File: src/rtl/eu_alu_pkg.sv
package eu_alu_pkg;

  localparam int OPW = 4;
  localparam int CSW = 4;

  typedef enum logic [OPW-1:0] {
    OP_OR    = 4'd0,
    OP_AND   = 4'd1,
    OP_ADDV2 = 4'd2,
    OP_BOUND = 4'd3,
    OP_ADDC  = 4'd4,
    OP_SUBC  = 4'd5,
    OP_ADDL  = 4'd6,
    OP_SUBL  = 4'd7,
    OP_XOR   = 4'd8,
    OP_RSV9  = 4'd9,
    OP_FIELD = 4'd10,
    OP_RSV11 = 4'd11,
    OP_ADDV  = 4'd12,
    OP_SUBV  = 4'd13,
    OP_ADDU  = 4'd14,
    OP_SUBU  = 4'd15
  } alu_op_e;

  typedef enum logic [CSW-1:0] {
    CS_FALSE   = 4'd0,
    CS_ZERO    = 4'd1,
    CS_NEG     = 4'd2,
    CS_LEQ     = 4'd3,
    CS_OVF     = 4'd4,
    CS_OOB     = 4'd5,
    CS_TOPMIX  = 4'd6,
    CS_RSV7    = 4'd7,
    CS_RSV8    = 4'd8,
    CS_NZERO   = 4'd9,
    CS_GEQ     = 4'd10,
    CS_GTZ     = 4'd11,
    CS_NOVF    = 4'd12,
    CS_INB     = 4'd13,
    CS_TOPSAME = 4'd14,
    CS_RSV15   = 4'd15
  } cond_sel_e;

  typedef enum logic [1:0] {SRC_ZERO, SRC_ADDER, SRC_LOGIC, SRC_LEFT} res_src_e;
  typedef enum logic [1:0] {LF_OR, LF_AND, LF_XOR} logic_fn_e;

  typedef struct packed {
    logic      arith;   // writes the flag
    logic      sub;     // invert right operand, store borrow
    logic      chain;   // consume the flag
    logic      bound;   // adder forms right - left
    logic      fsel;    // hand off to field unit
    res_src_e  src;
    logic_fn_e fn;
  } alu_ctl_t;

endpackage

File: src/rtl/eu_alu_rst_sync.sv
module eu_alu_rst_sync #(
  parameter int STAGES = 2
) (
  input  logic clk,
  input  logic rst_n,
  output logic rst_q_n
);

  logic [STAGES-1:0] chain_q;

  generate
    for (genvar s = 0; s < STAGES; s++) begin : g_stage
      if (s == 0) begin : g_first
        always_ff @(posedge clk or negedge rst_n) begin
          if (!rst_n) chain_q[s] <= 1'b0;
          else        chain_q[s] <= 1'b1;
        end
      end else begin : g_next
        always_ff @(posedge clk or negedge rst_n) begin
          if (!rst_n) chain_q[s] <= 1'b0;
          else        chain_q[s] <= chain_q[s-1];
        end
      end
    end
  endgenerate

  assign rst_q_n = chain_q[STAGES-1];

endmodule

File: src/rtl/eu_alu_decode.sv
module eu_alu_decode
  import eu_alu_pkg::*;
(
  input  alu_op_e  op,
  output alu_ctl_t ctl
);

  always_comb begin
    ctl = '{arith: 1'b0, sub: 1'b0, chain: 1'b0, bound: 1'b0,
            fsel: 1'b0, src: SRC_ZERO, fn: LF_OR};
    case (op)
      OP_OR:    begin ctl.src = SRC_LOGIC; ctl.fn = LF_OR;  end
      OP_AND:   begin ctl.src = SRC_LOGIC; ctl.fn = LF_AND; end
      OP_XOR:   begin ctl.src = SRC_LOGIC; ctl.fn = LF_XOR; end
      OP_BOUND: begin ctl.src = SRC_LEFT;  ctl.bound = 1'b1; end
      OP_FIELD: ctl.fsel = 1'b1;
      OP_ADDV2, OP_ADDL, OP_ADDV, OP_ADDU: begin
        ctl.arith = 1'b1; ctl.src = SRC_ADDER;
      end
      OP_ADDC: begin
        ctl.arith = 1'b1; ctl.chain = 1'b1; ctl.src = SRC_ADDER;
      end
      OP_SUBL, OP_SUBV, OP_SUBU: begin
        ctl.arith = 1'b1; ctl.sub = 1'b1; ctl.src = SRC_ADDER;
      end
      OP_SUBC: begin
        ctl.arith = 1'b1; ctl.sub = 1'b1; ctl.chain = 1'b1; ctl.src = SRC_ADDER;
      end
      default: ;
    endcase
  end

endmodule

File: src/rtl/eu_alu_adder.sv
module eu_alu_adder #(
  parameter int W = 32
) (
  input  logic [W-1:0] a,
  input  logic [W-1:0] b,
  input  logic         cin,
  output logic [W-1:0] sum,
  output logic         cout
);

  logic [W:0] wide;

  always_comb begin
    wide = {1'b0, a} + {1'b0, b} + {{W{1'b0}}, cin};
    sum  = wide[W-1:0];
    cout = wide[W];
  end

endmodule

File: src/rtl/eu_alu_cond.sv
module eu_alu_cond
  import eu_alu_pkg::*;
#(
  parameter int W = 32
) (
  input  cond_sel_e    sel,
  input  logic         cout,
  input  logic         a_msb,
  input  logic         b_msb,
  input  logic [W-1:0] res,
  input  logic         sum_msb,
  output logic         cond
);

  localparam int TOP = 3;

  logic neg, ovf, zero, topmix;

  always_comb begin
    neg    = cout ^ a_msb ^ b_msb;
    ovf    = neg ^ sum_msb;
    zero   = (res == '0);
    topmix = !((res[W-1 -: TOP] == '0) || (res[W-1 -: TOP] == '1));
    case (sel)
      CS_ZERO:    cond = zero;
      CS_NZERO:   cond = !zero;
      CS_NEG:     cond = neg;
      CS_GEQ:     cond = !neg;
      CS_LEQ:     cond = zero | neg;
      CS_GTZ:     cond = !(zero | neg);
      CS_OVF:     cond = ovf;
      CS_NOVF:    cond = !ovf;
      CS_OOB:     cond = !cout;
      CS_INB:     cond = cout;
      CS_TOPMIX:  cond = topmix;
      CS_TOPSAME: cond = !topmix;
      default:    cond = 1'b0;
    endcase
  end

endmodule

File: src/rtl/eu_alu.sv
module eu_alu
  import eu_alu_pkg::*;
#(
  parameter int W = 32
) (
  input  logic         clk,
  input  logic         rst_n,
  input  logic [W-1:0] lhs,
  input  logic [W-1:0] rhs,
  input  logic [3:0]   opcode,
  input  logic [3:0]   cond_sel,
  output logic [W-1:0] result,
  output logic         cond_out,
  output logic         field_sel
);

  localparam int MSB = W - 1;

  logic         rst_q_n;
  alu_ctl_t     ctl;
  logic [W-1:0] a_op, b_op, sum, logic_res, res_d;
  logic         cin, cout, cond_d, carry_q, carry_d, carry_en;

  eu_alu_rst_sync #(.STAGES(2)) u_rst (
    .clk(clk), .rst_n(rst_n), .rst_q_n(rst_q_n)
  );

  eu_alu_decode u_dec (
    .op(alu_op_e'(opcode)), .ctl(ctl)
  );

  // operand steering into the single adder
  always_comb begin
    a_op = lhs;
    b_op = rhs;
    cin  = 1'b0;
    if (ctl.bound) begin
      a_op = rhs;
      b_op = ~lhs;
      cin  = 1'b1;
    end else if (ctl.sub) begin
      b_op = ~rhs;
      cin  = ctl.chain ? ~carry_q : 1'b1;
    end else begin
      cin  = ctl.chain ? carry_q : 1'b0;
    end
  end

  eu_alu_adder #(.W(W)) u_add (
    .a(a_op), .b(b_op), .cin(cin), .sum(sum), .cout(cout)
  );

  always_comb begin
    case (ctl.fn)
      LF_AND:  logic_res = lhs & rhs;
      LF_XOR:  logic_res = lhs ^ rhs;
      default: logic_res = lhs | rhs;
    endcase
    case (ctl.src)
      SRC_ADDER: res_d = sum;
      SRC_LOGIC: res_d = logic_res;
      SRC_LEFT:  res_d = lhs;
      default:   res_d = '0;
    endcase
    carry_en = ctl.arith;
    carry_d  = ctl.sub ? ~cout : cout;
  end

  eu_alu_cond #(.W(W)) u_cond (
    .sel(cond_sel_e'(cond_sel)), .cout(cout), .a_msb(a_op[MSB]),
    .b_msb(b_op[MSB]), .res(res_d), .sum_msb(sum[MSB]), .cond(cond_d)
  );

  always_ff @(posedge clk or negedge rst_q_n) begin
    if (!rst_q_n) begin
      result    <= '0;
      cond_out  <= 1'b0;
      field_sel <= 1'b0;
      carry_q   <= 1'b0;
    end else begin
      result    <= res_d;
      cond_out  <= cond_d;
      field_sel <= ctl.fsel;
      if (carry_en) carry_q <= carry_d;
    end
  end

endmodule

File: config.mk
export PLATFORM = sky130hd
export DESIGN_NAME = eu_alu
export DESIGN_NICKNAME = d
export VERILOG_FILES = /design/src/rtl/eu_alu_pkg.sv /design/src/rtl/eu_alu_rst_sync.sv /design/src/rtl/eu_alu_decode.sv /design/src/rtl/eu_alu_adder.sv /design/src/rtl/eu_alu_cond.sv /design/src/rtl/eu_alu.sv
export SDC_FILE = /design/constraint.sdc
export NUM_CORES = 1
export LEC_CHECK = 0
export BUFFER_PORTS_ARGS = -buffer_cell sky130_fd_sc_hd__buf_2
export CORE_UTILIZATION = 30
export DETAILED_ROUTE_END_ITERATION = 16
export GPL_ROUTABILITY_DRIVEN = 1
export PLACE_DENSITY = 0.51
export SLEW_MARGIN = 20
export SYNTH_ARGS = -nofsm -noshare
export SYNTH_HDL_FRONTEND = slang
export SYNTH_SLANG_ARGS = --single-unit
File: constraint.sdc
create_clock -name clk -period 1.9 [get_ports clk]
set_input_delay 0.285 -clock clk [delete_from_list [all_inputs] [get_ports clk]]
set_output_delay 0.285 -clock clk [all_outputs]
set_load 0.02 [all_outputs]
# Word level (Yosys, flattened, before mapping)
# Index checks and enable logic that the tools add are counted.
[classes]
n_addsub = 2
magnitude_cmp = 0
reduce_logical = 14
n_bitwise = 11
muxes = 18
n_div = 0
eq_ne = 31
n_mul = 0
shifts = 0
[op_table]
columns = ["cell", "count"]
rows = [
  ["$mux W32", 3],
  ["$pmux W32 S3", 1],
  ["$not A32 Y32", 2],
  ["$pmux W32 S2", 1],
  ["$eq A4 B4 Y1 const B", 12],
  ["$add A32 B32 Y33", 1],
  ["$add A33 B1 Y33", 1],
  ["$and A32 B32 Y32", 1],
  ["$logic_not A32 Y1", 1],
  ["$or A32 B32 Y32", 1],
  ["$xor A32 B32 Y32", 1],
  ["$eq A4 B3 Y1 const B", 7],
  ["$eq A4 B2 Y1 const B", 4],
  ["$pmux W1 S12", 1],
  ["$mux W1", 10],
  ["$reduce_or A9 Y1", 1],
  ["$eq A4 B1 Y1 const B", 2],
  ["$eq A2 B2 Y1 const B", 3],
  ["$logic_not A1 Y1", 6],
  ["$pmux W2 S3", 1],
  ["$eq A2 B1 Y1 const B", 2],
  ["$logic_not A4 Y1", 1],
  ["$pmux W2 S2", 1],
  ["$reduce_or A4 Y1", 1],
  ["8 further kinds", 11],
]
[word_totals]
mem_bits_ro = 0
regBits = 37
in_bits = 74
output_inout_bits = 34
word_cells = 82
latch_bits = 0
memories = 0
mem_bits_rw = 0

# Longest topological paths before layout
# Gate-level depths: netlist of run 1.
[logic_depth]
depth_word = 12
depth_mapped = 21
depth_no_buf = 17

# Cells and area by module
# Synthesis of run 1 repeated with hierarchy kept, for this count alone.
[hier_totals]
cells_unflattened = 754
area_unflattened_um2 = 6341.1
[by_module_without_submodules]
columns = ["mod", "cells_per_inst", "area_each_um2", "seq_area_each_um2", "n_inst"]
rows = [
  ["eu_alu", 470, 4245.3, 875.8, 1],
  ["eu_alu_adder", 237, 1714.1, 0.0, 1],
  ["eu_alu_cond", 32, 239.0, 0.0, 1],
  ["eu_alu_decode", 12, 88.8, 0.0, 1],
  ["eu_alu_rst_sync", 3, 53.8, 50.0, 1],
]

# Worst setup path before layout of run 1
# OpenSTA, ideal clock, no wires.
[synth_timing]
kind = "input -> register"
from = "in opcode[2]"
to = "reg cond_out"
setup_time_ns = 0.090
required_ns = 1.810
path_stages = 20
path_slack_ns = -3.152
n_path_buf = 4
arrival_time_ns = 4.963
cell_sequence = "clkbuf_1 > nor2_1 > and3_1 > clkbuf_1 > clkbuf_1 > clkbuf_1 > a21oi_1 > fa_1 > fa_1 > a211o_1 > a211o_1 > and4b_1 > nor3_2 > o41ai_1 > xnor2_1 > o21ai_0 > or4_4 > nor2_2 > mux2_1 > o2111ai_1"
[synth_between]
elab_chain_cells = 12
word_cells_on_any_way = 53
cone_classes = "add/sub: 2; eq/ne: 18; mux: 15; bitwise: 4; reduce/logical: 14"
[synth_lines]
columns = ["element", "line", "source"]
rows = [
  ["start, declared", "eu_alu.sv:10", "input logic [3:0] opcode,"],
  ["$eq A4 B3 Y1 / $eq A4 B4 Y1 (equally long branches)", "eu_alu_decode.sv:11", "case (op)"],
  ["$reduce_or A4 Y1 (no source line) / $reduce_or A2 Y1 (equally long branches)", "-", ""],
  ["$mux W1", "eu_alu_decode.sv:11", ""],
  ["$mux W32, or another cell as far along", "eu_alu.sv:41", "end else if (ctl.sub) begin"],
  ["$mux W32 / $mux W1 (equally long branches)", "eu_alu.sv:37, eu_alu.sv:41", ""],
  ["$add A32 B32 Y33 / $mux W1 (equally long branches)", "eu_alu_adder.sv:14, eu_alu.sv:37", ""],
  ["$add A33 B1 Y33", "eu_alu_adder.sv:14", "wide = {1'b0, a} + {1'b0, b} + {{W{1'b0}}, cin};"],
  ["$pmux W32 S3 (*)", "eu_alu.sv:59", "case (ctl.src)"],
  ["via res_d[28]", "eu_alu.sv:21", "logic [W-1:0] a_op, b_op, sum, logic_res, res_d;"],
  ["$logic_not A32 Y1 (*)", "eu_alu_cond.sv:22", "zero = (res == '0);"],
  ["$or A1 B1 Y1", "eu_alu_cond.sv:29, eu_alu_cond.sv:30", ""],
  ["$logic_not A1 Y1", "eu_alu_cond.sv:30", "CS_GTZ: cond = !(zero | neg);"],
  ["$pmux W1 S12 (*)", "eu_alu_cond.sv:24", "case (sel)"],
  ["via cond_d", "eu_alu.sv:22", "logic cin, cout, cond_d, carry_q, carry_d, carry_en;"],
  ["end signal, assigned", "eu_alu.sv:82", "cond_out <= cond_d;"],
  ["end, declared", "eu_alu.sv:13", "output logic cond_out,"],
]
# The timed path passes the listed nets; every way through them passes the cells marked *.
# A chain may end at the register's enable or synchronous reset.

# Final worst setup path of run 1
[layout_timing]
from = "reg carry_q"
to = "reg cond_out"
[layout_between]
elab_chain_cells = 10
word_cells_on_any_way = 22
cone_classes = "add/sub: 1; eq/ne: 1; mux: 6; bitwise: 5; reduce/logical: 9"
[layout_lines]
columns = ["element", "line", "source"]
rows = [
  ["start, declared", "eu_alu.sv:22", ""],
  ["start signal, assigned", "eu_alu.sv:84", "if (carry_en) carry_q <= carry_d;"],
  ["$not A1 Y1", "eu_alu.sv:43", "cin = ctl.chain ? ~carry_q : 1'b1;"],
  ["$mux W1", "eu_alu.sv:43", ""],
  ["$mux W1 (*)", "eu_alu.sv:41", ""],
  ["$mux W1 (*)", "eu_alu.sv:37", "if (ctl.bound) begin"],
  ["$add A33 B1 Y33 (*)", "eu_alu_adder.sv:14", ""],
  ["$pmux W32 S3 (*)", "eu_alu.sv:59", ""],
  ["via res_d[24]", "eu_alu.sv:21", ""],
  ["$logic_not A32 Y1 (*)", "eu_alu_cond.sv:22", ""],
  ["$or A1 B1 Y1", "eu_alu_cond.sv:29, eu_alu_cond.sv:30", ""],
  ["$logic_not A1 Y1", "eu_alu_cond.sv:30", ""],
  ["$pmux W1 S12 (*)", "eu_alu_cond.sv:24", ""],
  ["via cond_d", "eu_alu.sv:22", ""],
]
# Marks and branches as above.

==> results.yml, run 1 <==
placement:
  dpl_cell_area_sq_um: 9680
  place_congestion: 0.960
  hpwlAfterDp_um: 20200
  numPortBuffers: 107
  dp_cells: 1527
  place_ws_ns: -2.75
synth:
  yosysWarnings: 0
  synth_ff_type: "dfrtp_1"
  yosysTopAreaCell: "ha_1"
  netlist_instances: 886
  yosys_register_bits: 37
  synth.most_common_cell: "ha_1"
  async_flop_share_pct: 100
  synth_commonest_cells: "ha_1, a21oi_1, inv_1, nand2_1, o21ai_0"
  synth_cell_types: 72
  synth_fp_nets: 1060
  netlist.area_leader.share_pct: 18.9
  synth_area_leaders: "ha_1, dfrtp_1, a21oi_1, xnor2_1, o21ai_0"
  synth_edf_count: 0
  postSynthAreaPerCell_sq_um: 7.32
  ys_seq_area_share_pct: 14.3
  synth_area_sq_um: 6490
routing:
  antenna_left: 0
  viasPerCell: 5.05
  drt_iter0_drc: 451
  post_drt_wl_per_cell_um: 16.3
  drc: 0
  drtPass1Iterations: 5
  wirelength_um: 25800
  routed-via-count: 7998
power_and_ir_drop:
  power.switching_mw: 2.86
  cellInternalPower_mw: 4.04
  vdd_drop_max_mv: 0.350
  powerDensity_nw_per_um2: 620
  p_seq_share_pct: 14.8
  combPwrFrac_pct: 70.7
  p_leak_nw: 5.46
  switching_share_pct: 41.5
  p_clk_share_pct: 14.5
layout:
  stdcell_count: 1583
  syn_to_final_growth_pct: 71.5
  antennaDiodeCount: 0
  num-nets-final: 1481
  drive_above_1_share_pct: 46.9
  fin_util_pct: 52.8
  fin_area_sq_um: 11100
grt:
  grtUsageTotal_pct: 22.9
  antenna_found_initial: 0
  grt_max_degree: 36
  grt_pass1_wl_um: 39700
  grt_pass1_vias: 7781
  overflow: 0
timing:
  period_share_pct: 222
  hold_viol: 0
  drv_slew: 0
  worstMarginPinSlew_ns: 0.725
  finClkSkew_ns: 0.00939
  finalSetupViolations: 33
  max_clock_freq_mhz: 237
  finalWorstSetupSlack_ns: -2.32
  whs_ns: 0.303
  max-slew-margin-rel_pct: 51.0
  rsz0062_at_grt: "yes"
  fin_crit_ns: 4.22
status:
  outcome: "finished, violations left"
  violations: "negative setup slack"
worst_setup_path:
  endpoint_kind: "flip-flop"
  cp-start-kind: "flip-flop"
  crit_fanout: 4
  crit_type: "reg2reg"
  cp_data_arrival_time_ns: 4.42
  worst_ep_required_time_ns: 2.10
clocking:
  htreeDepth: 2
  cts_root_buf: "clkbuf_16"
  clk_pin_slew_worst_paths_ns: 0.06
  insertion_delay_ns: 0.30
  cts_buffers: 5
  cts_tree: "built"
  clockBufferDepth: 2
  cts.sinks: 37
floorplan:
  fp.dieH_um: 149
  ios: 108
  initial_core_util_pct: 30.8
  core-area_sq_um: 21100
  rows: 53
  die_width_um: 149
  die-area_sq_um: 22200
job:
  cap_violations: 0
hold_path:
  hold_path.class: "in2async"
[critical path: stages (launching register included)]
cell	delay (ns)
dfrtp_1	0.40
and3_4	0.19
a21oi_4	0.11
o22ai_2	0.09
fa_2	0.38
fa_2	0.37
a211o_1	0.32
a211o_1	0.34
and4b_2	0.29
nor3_4	0.18
or4_1	0.14
o211ai_1	0.10
nand4b_1	0.23
or4_4	0.45
nor2_4	0.14
mux2_4	0.32
o2111ai_2	0.07
[area by class of cell]
type	count	area, sq um
flip-flops and latches	37	927
repair buffers	468	3610
multi-input cells	714	5770
clock buffers	5	125
inverters	81	304
fillers	2069	9960
well taps	275	344
clock inverters	3	43.8
[repair_timing]
action,CTS,global route
endpoints found under the hold margin,2,0
gates resized for setup,93,117
buffers inserted,42,19
hold buffers,1,0
pin swaps,25,36
cloned,4,2
setup endpoints to repair,34,34
[placed cells by master (no fill, tap or decap), drive strengths merged, types with 11 or more instances in the layout]
cell and instances:
o21ai 73, a21o 11, nor3 13, a221oi 24, o211ai 13, nor2 69, buf 464, xor2 11
nand2 74, inv 82, a21oi 93, xnor2 45, a22oi 32, dfrtp 37, ha 98, nand3 14
nand4 12
[path summary, 6_finish.rpt]
path / slack [ns] / to / cells after the start / start
worst min register to register: 0.32 / result[25] / 1 / u_rst.rst_q_n
min in group clk: 0.31 / cond_out / 3 / cond_sel[1]
worst max register to register: -2.32 / cond_out / 16 / carry_q
max in group asynchronous: 1.22 / field_sel / 1 / u_rst.rst_q_n
worst min-delay path: 0.30 / u_rst.rst_q_n / 2 / rst_n
worst max-delay path: -2.32 / cond_out / 16 / carry_q
[power groups by stage]
stage | clock, mW | sequential (mW) | combinational, mW
CTS | 1.02 | 1.03 | 4.50
detailed placement | 0 | 1.04 | 3.97
finish | 0.997 | 1.02 | 4.87
global placement | 0 | 1.04 | 3.95
floorplan | 0 | 1.28 | 1.79
global route | 1.04 | 1.04 | 5.26
[flip-flops by register name, summed over array words and instances, names as in the netlist]
register	cells
u_rst.rst_q_n	1
u_rst.chain_q	1
result	32
carry_q	1
cond_out	1
field_sel	1
[layer usage]
metal | wire [um] | part of all wire (%) | track usage (%) | vias to the layer above
li1 | - | - | - | 4040
met1 | 11500 | 45 | 28.8 | 3748
met4 | 616 | 2.4 | 7.24 | 0
met5 | 0 | 0 | 0 | -
met3 | 767 | 3.0 | 1.44 | 32
met2 | 12900 | 50 | 41.1 | 178
[per-stage QoR]
stage	TNS (ns)	power [mW]
2_1_floorplan	-35.27	3.07
3_3_place_gp	-42.61	4.99
3_5_place_dp	-43.10	5.01
4_1_cts	-33.51	6.55
5_1_grt	-37.57	7.34
6_report	-33.67	6.90
[logic make-up after synthesis]
kind of cell    Yosys count  share of synthesized area, %
compound gates          308                          30.8
simple gates            234                          17.5
buf+inv                 136                          7.95
fa+ha+maj               100                          19.5
xor+xnor                 56                          7.56
flops                    37                          14.3
mux                      14                          2.31
other cells               1                        0.0578
No activity file was read; power rests on OpenSTA's default activity.
==> inputs of run 2 (changes only) <==
Settings changed: SETUP_SLACK_MARGIN set to 0.4.
==> results.yml, run 2 (synthesis results as in run 1) <==
status:
  outcome: "finished, violations left"
  violations: "negative setup slack"
power_and_ir_drop:
  powerDensity_nw_per_um2: 622
  vdd_drop_max_mv: 0.361
  p_leak_nw: 5.58
clocking:
  cts_tree: "built"
  cts_root_buf: "clkbuf_16"
  clockBufferDepth: 2
  htreeDepth: 2
  cts.sinks: 37
  insertion_delay_ns: 0.30
  clk_pin_slew_worst_paths_ns: 0.06
  cts_buffers: 5
job:
  cap_violations: 0
timing:
  max_clock_freq_mhz: 233
  rsz0062_at_grt: "yes"
  fin_setup_tns_ns: -35.91
  hold_viol: 0
  worstMarginPinSlew_ns: 0.792
  finalSetupViolations: 33
  drv_slew: 0
  fin_crit_ns: 4.29
  period_share_pct: 226
  max-slew-margin-rel_pct: 46.5
  finClkSkew_ns: 0.0109
  finalWorstSetupSlack_ns: -2.39
grt:
  grtUsageTotal_pct: 22.9
  overflow: 0
  antenna_found_initial: 0
  grt_pass1_vias: 7819
  grt_pass1_wl_um: 39900
  grt_max_degree: 36
floorplan:
  rows: 53
  fp.dieH_um: 149
  ios: 108
  core-area_sq_um: 21100
  die-area_sq_um: 22200
  initial_core_util_pct: 30.8
  die_width_um: 149
placement:
  numPortBuffers: 107
  place_congestion: 0.960
  hpwlAfterDp_um: 20200
layout:
  fin_util_pct: 54.0
  largest_register_ffs: 32
  final_cell_mix: "buf_4, buf_2, ha_1"
  drive_above_1_share_pct: 47.1
  syn_to_final_growth_pct: 75.4
  num-nets-final: 1504
  antennaDiodeCount: 0
  layout_commonest_cell: "buf_4"
  regMostFlops: "result"
worst_setup_path:
  worst_ep_required_time_ns: 2.09
  cp-start-kind: "flip-flop"
  startpoint: "carry_q"
  cp_data_arrival_time_ns: 4.48
  endpoint_kind: "flip-flop"
  crit_type: "reg2reg"
  r2r-start: "carry_q"
  worst_path_max_delay_cell: "or4_4"
  cpPeakStageDelay_ns: 0.45
  crit_fanout: 4
  crit_chain: "and3_4 > a21oi_4 > o22ai_2 > fa_2 > fa_2 > a211o_1 > a211o_1 > and4b_2 > nor3_4 > or4_1 > o211ai_1 > nand4b_1 > or4_4 > nor2_4 > mux2_1 > o2111ai_1"
routing:
  drtPass1Iterations: 5
  drt_iter0_drc: 550
  drc: 0
  wirelength_um: 26300
  viasPerCell: 5.06
  routed-via-count: 8120
  antenna_left: 0
  post_drt_wl_per_cell_um: 16.4
hold_path:
  hold_path.class: "in2async"
==> run 2: final timing paths <==
check / depth (start not counted) / endpoint / slack, ns
worst max-delay path: 16 / cond_out / -2.39
worst min-delay path: 2 / u_rst.rst_q_n / 0.30
worst max register to register: 16 / cond_out / -2.39
worst min register to register: 1 / result[25] / 0.32
max in group asynchronous: 1 / field_sel / 1.21
min in group clk: 3 / cond_out / 0.32
==> run 2: per-stage QoR <==
stage	power (mW)	instances	hold WS, ns	area (sq um)	setup WS [ns]
5_1_grt	7.52	1606	0.313	11400	-2.56
6_report	7.08	1606	0.300	11400	-2.39
2_1_floorplan	3.07	886	-0.0106	6650	-2.45
3_3_place_gp	4.99	1527	0.0700	9680	-2.66
3_5_place_dp	5.01	1527	0.0706	9680	-2.75
4_1_cts	6.54	1578	0.297	10600	-2.35
==> run 2: metal layers <==
metal | vias to the layer above | GRT usage (%) | share of wire [%]
li1 | 4087 | - | -
met1 | 3820 | 28.9 | 44
met2 | 181 | 41.3 | 50
met3 | 32 | 1.56 | 3.6
met4 | 0 | 7.30 | 2.5
met5 | - | 0 | 0
==> run 2: critical path, delay by kind of cell (launching register included) <==
| kind | cells | cell delay [ns] |
|---|---|---|
| simple gates | 7 | 1.63 |
| compound gates | 6 | 1.07 |
| fa+ha+maj | 2 | 0.75 |
| flops | 1 | 0.41 |
| mux | 1 | 0.33 |
==> run 2: layout make-up <==
type | count | area (sq um)
clock buffers | 5 | 125
clock inverters | 3 | 43.8
fillers | 2025 | 9710
inverters | 81 | 304
multi-input cells | 714 | 5780
flip-flops and latches | 37 | 927
well taps | 275 | 344
repair buffers | 491 | 3860
==> run 2: power breakdown <==
part           leakage, nW  switching [mW]  internal [mW]  total, mW
Combinational         5.05            2.47           2.59       5.06
Clock               0.0842           0.378          0.623       1.00
Sequential           0.452          0.0537          0.970       1.02
Total                 5.58            2.90           4.18       7.08
==> run 2: repair_timing <==
| item | CTS | global route |
|---|---|---|
| setup buffers | 38 | 26 |
| gates cloned | 4 | 2 |
| endpoints found under the setup margin | 34 | 34 |
| pin swaps | 22 | 37 |
| hold buffers | 1 | 0 |
| endpoints found under the hold margin | 2 | 0 |
| resized for setup | 95 | 121 |
==> inputs of run 3 (changes only) <==
==> constraint.sdc (replaced) <==
create_clock -name clk -period 1.9 [get_ports clk]
set_input_delay 0.095 -clock clk [delete_from_list [all_inputs] [get_ports clk]]
set_output_delay 0.095 -clock clk [all_outputs]
set_load 0.02 [all_outputs]
==> results.yml, run 3 (synthesis results as in run 1) <==
worst_setup_path:
  cpPeakStageDelay_ns: 0.41
  crit_fanout: 3
  endpoint_kind: "flip-flop"
  startpoint: "carry_q"
  r2r-start: "carry_q"
  crit_chain: "and3_4 > a21oi_2 > o22ai_2 > fa_2 > buf_4 > buf_6 > buf_6 > buf_6 > buf_6 > nand3_4 > a21oi_4 > buf_6 > buf_4 > o21ai_4 > nand2_2 > xor2_1 > a222oi_1 > nor4b_1 > buf_4 > nand4b_1 > nor2_2 > mux2_1 > o2111ai_1"
  r2r-end: "cond_out"
  rrSetupSlack_ns: -2.35
  worst_ep_required_time_ns: 2.11
  cp_data_arrival_time_ns: 4.46
  worst_path_max_delay_cell: "a222oi_1"
  r2r_cells: 23
  crit_top_cell: "buf_6"
  cp-start-kind: "flip-flop"
  crit_type: "reg2reg"
routing:
  drc: 0
  antenna_left: 0
  drt_iter0_drc: 394
  drtPass1Iterations: 5
  post_drt_wl_per_cell_um: 15.7
  wirelength_um: 24700
  viasPerCell: 4.99
  routed-via-count: 7832
layout:
  regMostFlops: "result"
  drive_above_1_share_pct: 42.5
  final_cell_mix: "buf_4, buf_2, ha_1"
  num-nets-final: 1468
  antennaDiodeCount: 0
  layout_commonest_cell: "buf_4"
  stdcell_count: 1570
  syn_to_final_growth_pct: 63.5
  largest_register_ffs: 32
placement:
  dp_cells: 1528
  numPortBuffers: 107
  place_congestion: 0.932
  hpwlAfterDp_um: 20200
timing:
  fin_setup_tns_ns: -37.92
  rsz0062_at_grt: "yes"
  finalWorstSetupSlack_ns: -2.35
  max-slew-margin-rel_pct: 53.2
  fin_crit_ns: 4.25
  whs_ns: 0.0837
  max_clock_freq_mhz: 235
  finClkSkew_ns: 0.00723
  finalSetupViolations: 33
  drv_slew: 0
  hold_viol: 0
  period_share_pct: 224
  worstMarginPinSlew_ns: 0.694
hold_path:
  hold-path-endpoint: "cond_out"
  min_from: "cond_sel[2]"
  hold_path.class: "in2reg"
  min_path_cells: 3
floorplan:
  ios: 108
  fp.dieH_um: 149
  rows: 53
  core-area_sq_um: 21100
  initial_core_util_pct: 30.8
  die-area_sq_um: 22200
  die_width_um: 149
power_and_ir_drop:
  totalPowerFinal_mw: 6.64
  p_leak_nw: 5.27
  power.switching_mw: 2.70
  powerDensity_nw_per_um2: 626
  switching_share_pct: 40.6
  cellInternalPower_mw: 3.94
  vdd_drop_max_mv: 0.315
  combPwrFrac_pct: 67.5
  p_clk_share_pct: 17.1
  p_seq_share_pct: 15.4
clocking:
  clk_pin_slew_worst_paths_ns: 0.06
  insertion_delay_ns: 0.30
  cts_tree: "built"
  cts_buffers: 5
  clockBufferDepth: 2
  cts.sinks: 37
  htreeDepth: 2
  cts_root_buf: "clkbuf_16"
grt:
  overflow: 0
  grt_max_degree: 36
  grtUsageTotal_pct: 22.5
  grt_pass1_wl_um: 39000
  grt_pass1_vias: 7705
  antenna_found_initial: 0
job:
  cap_violations: 0
status:
  violations: "negative setup slack"
  outcome: "finished, violations left"
-- run 3: timing repair --
item / in CTS / in global routing
setup buffers: 28 / 4
gates resized for setup: 81 / 26
hold endpoints to repair: 2 / 0
endpoints found under the setup margin: 34 / 34
pin swaps: 35 / 17
gates cloned: 1 / 0
hold buffers: 1 / 0
-- run 3: layout make-up --
type,count,area (sq um)
clock inverter,3,68.8
sequential,37,927
fill,2075,10500
timing repair buffer,455,3320
tap,275,344
inverter,81,304
multi-input combinational,714,5520
clock buffer,5,125
-- run 3: worst max-delay path: cells and delay by family, from the launching register on --
kind | cells | cell delay, ns
buf+inv | 8 | 0.98
flops | 1 | 0.40
compound gates | 6 | 0.92
simple gates | 6 | 0.96
mux | 1 | 0.34
fa+ha+maj | 1 | 0.38
xor+xnor | 1 | 0.15
-- run 3: power groups by stage --
| stage | Sequential [mW] | Combinational (mW) | Clock, mW |
|---|---|---|---|
| after floorplan | 1.28 | 1.79 | 0 |
| after global placement | 1.04 | 3.94 | 0 |
| after detailed placement | 1.04 | 3.95 | 0 |
| after CTS | 1.03 | 4.34 | 1.17 |
| after global routing | 1.04 | 4.87 | 1.19 |
| final | 1.02 | 4.48 | 1.14 |
-- run 3: metal layers --
metal  vias up  GRT usage (%)  share of wire [%]
met5         -              0                  0
met4         0           9.44                3.3
met3        44           2.08                3.3
met2       185           39.6                 48
met1      3580           27.8                 45
li1       4023              -                  -
-- run 3: per-stage QoR --
step | utilization [%] | worst slack (ns) | instance area (sq um)
floorplan | - | -2.26 | 6650
global placement | 46.0 | -2.51 | 9700
detailed placement | 46.0 | -2.53 | 9700
CTS | 49.5 | -2.31 | 10400
global route | 50.3 | -2.51 | 10600
finish | 50.3 | -2.35 | 10600
-- run 3: worst max-delay path by stage --
stage,to,slack [ns]
final,cond_out,-2.35
after global routing,cond_out,-2.51
after CTS,cond_out,-2.31
after global placement,cond_out,-2.51
after detailed placement,cond_out,-2.53
after floorplan,cond_out,-2.26
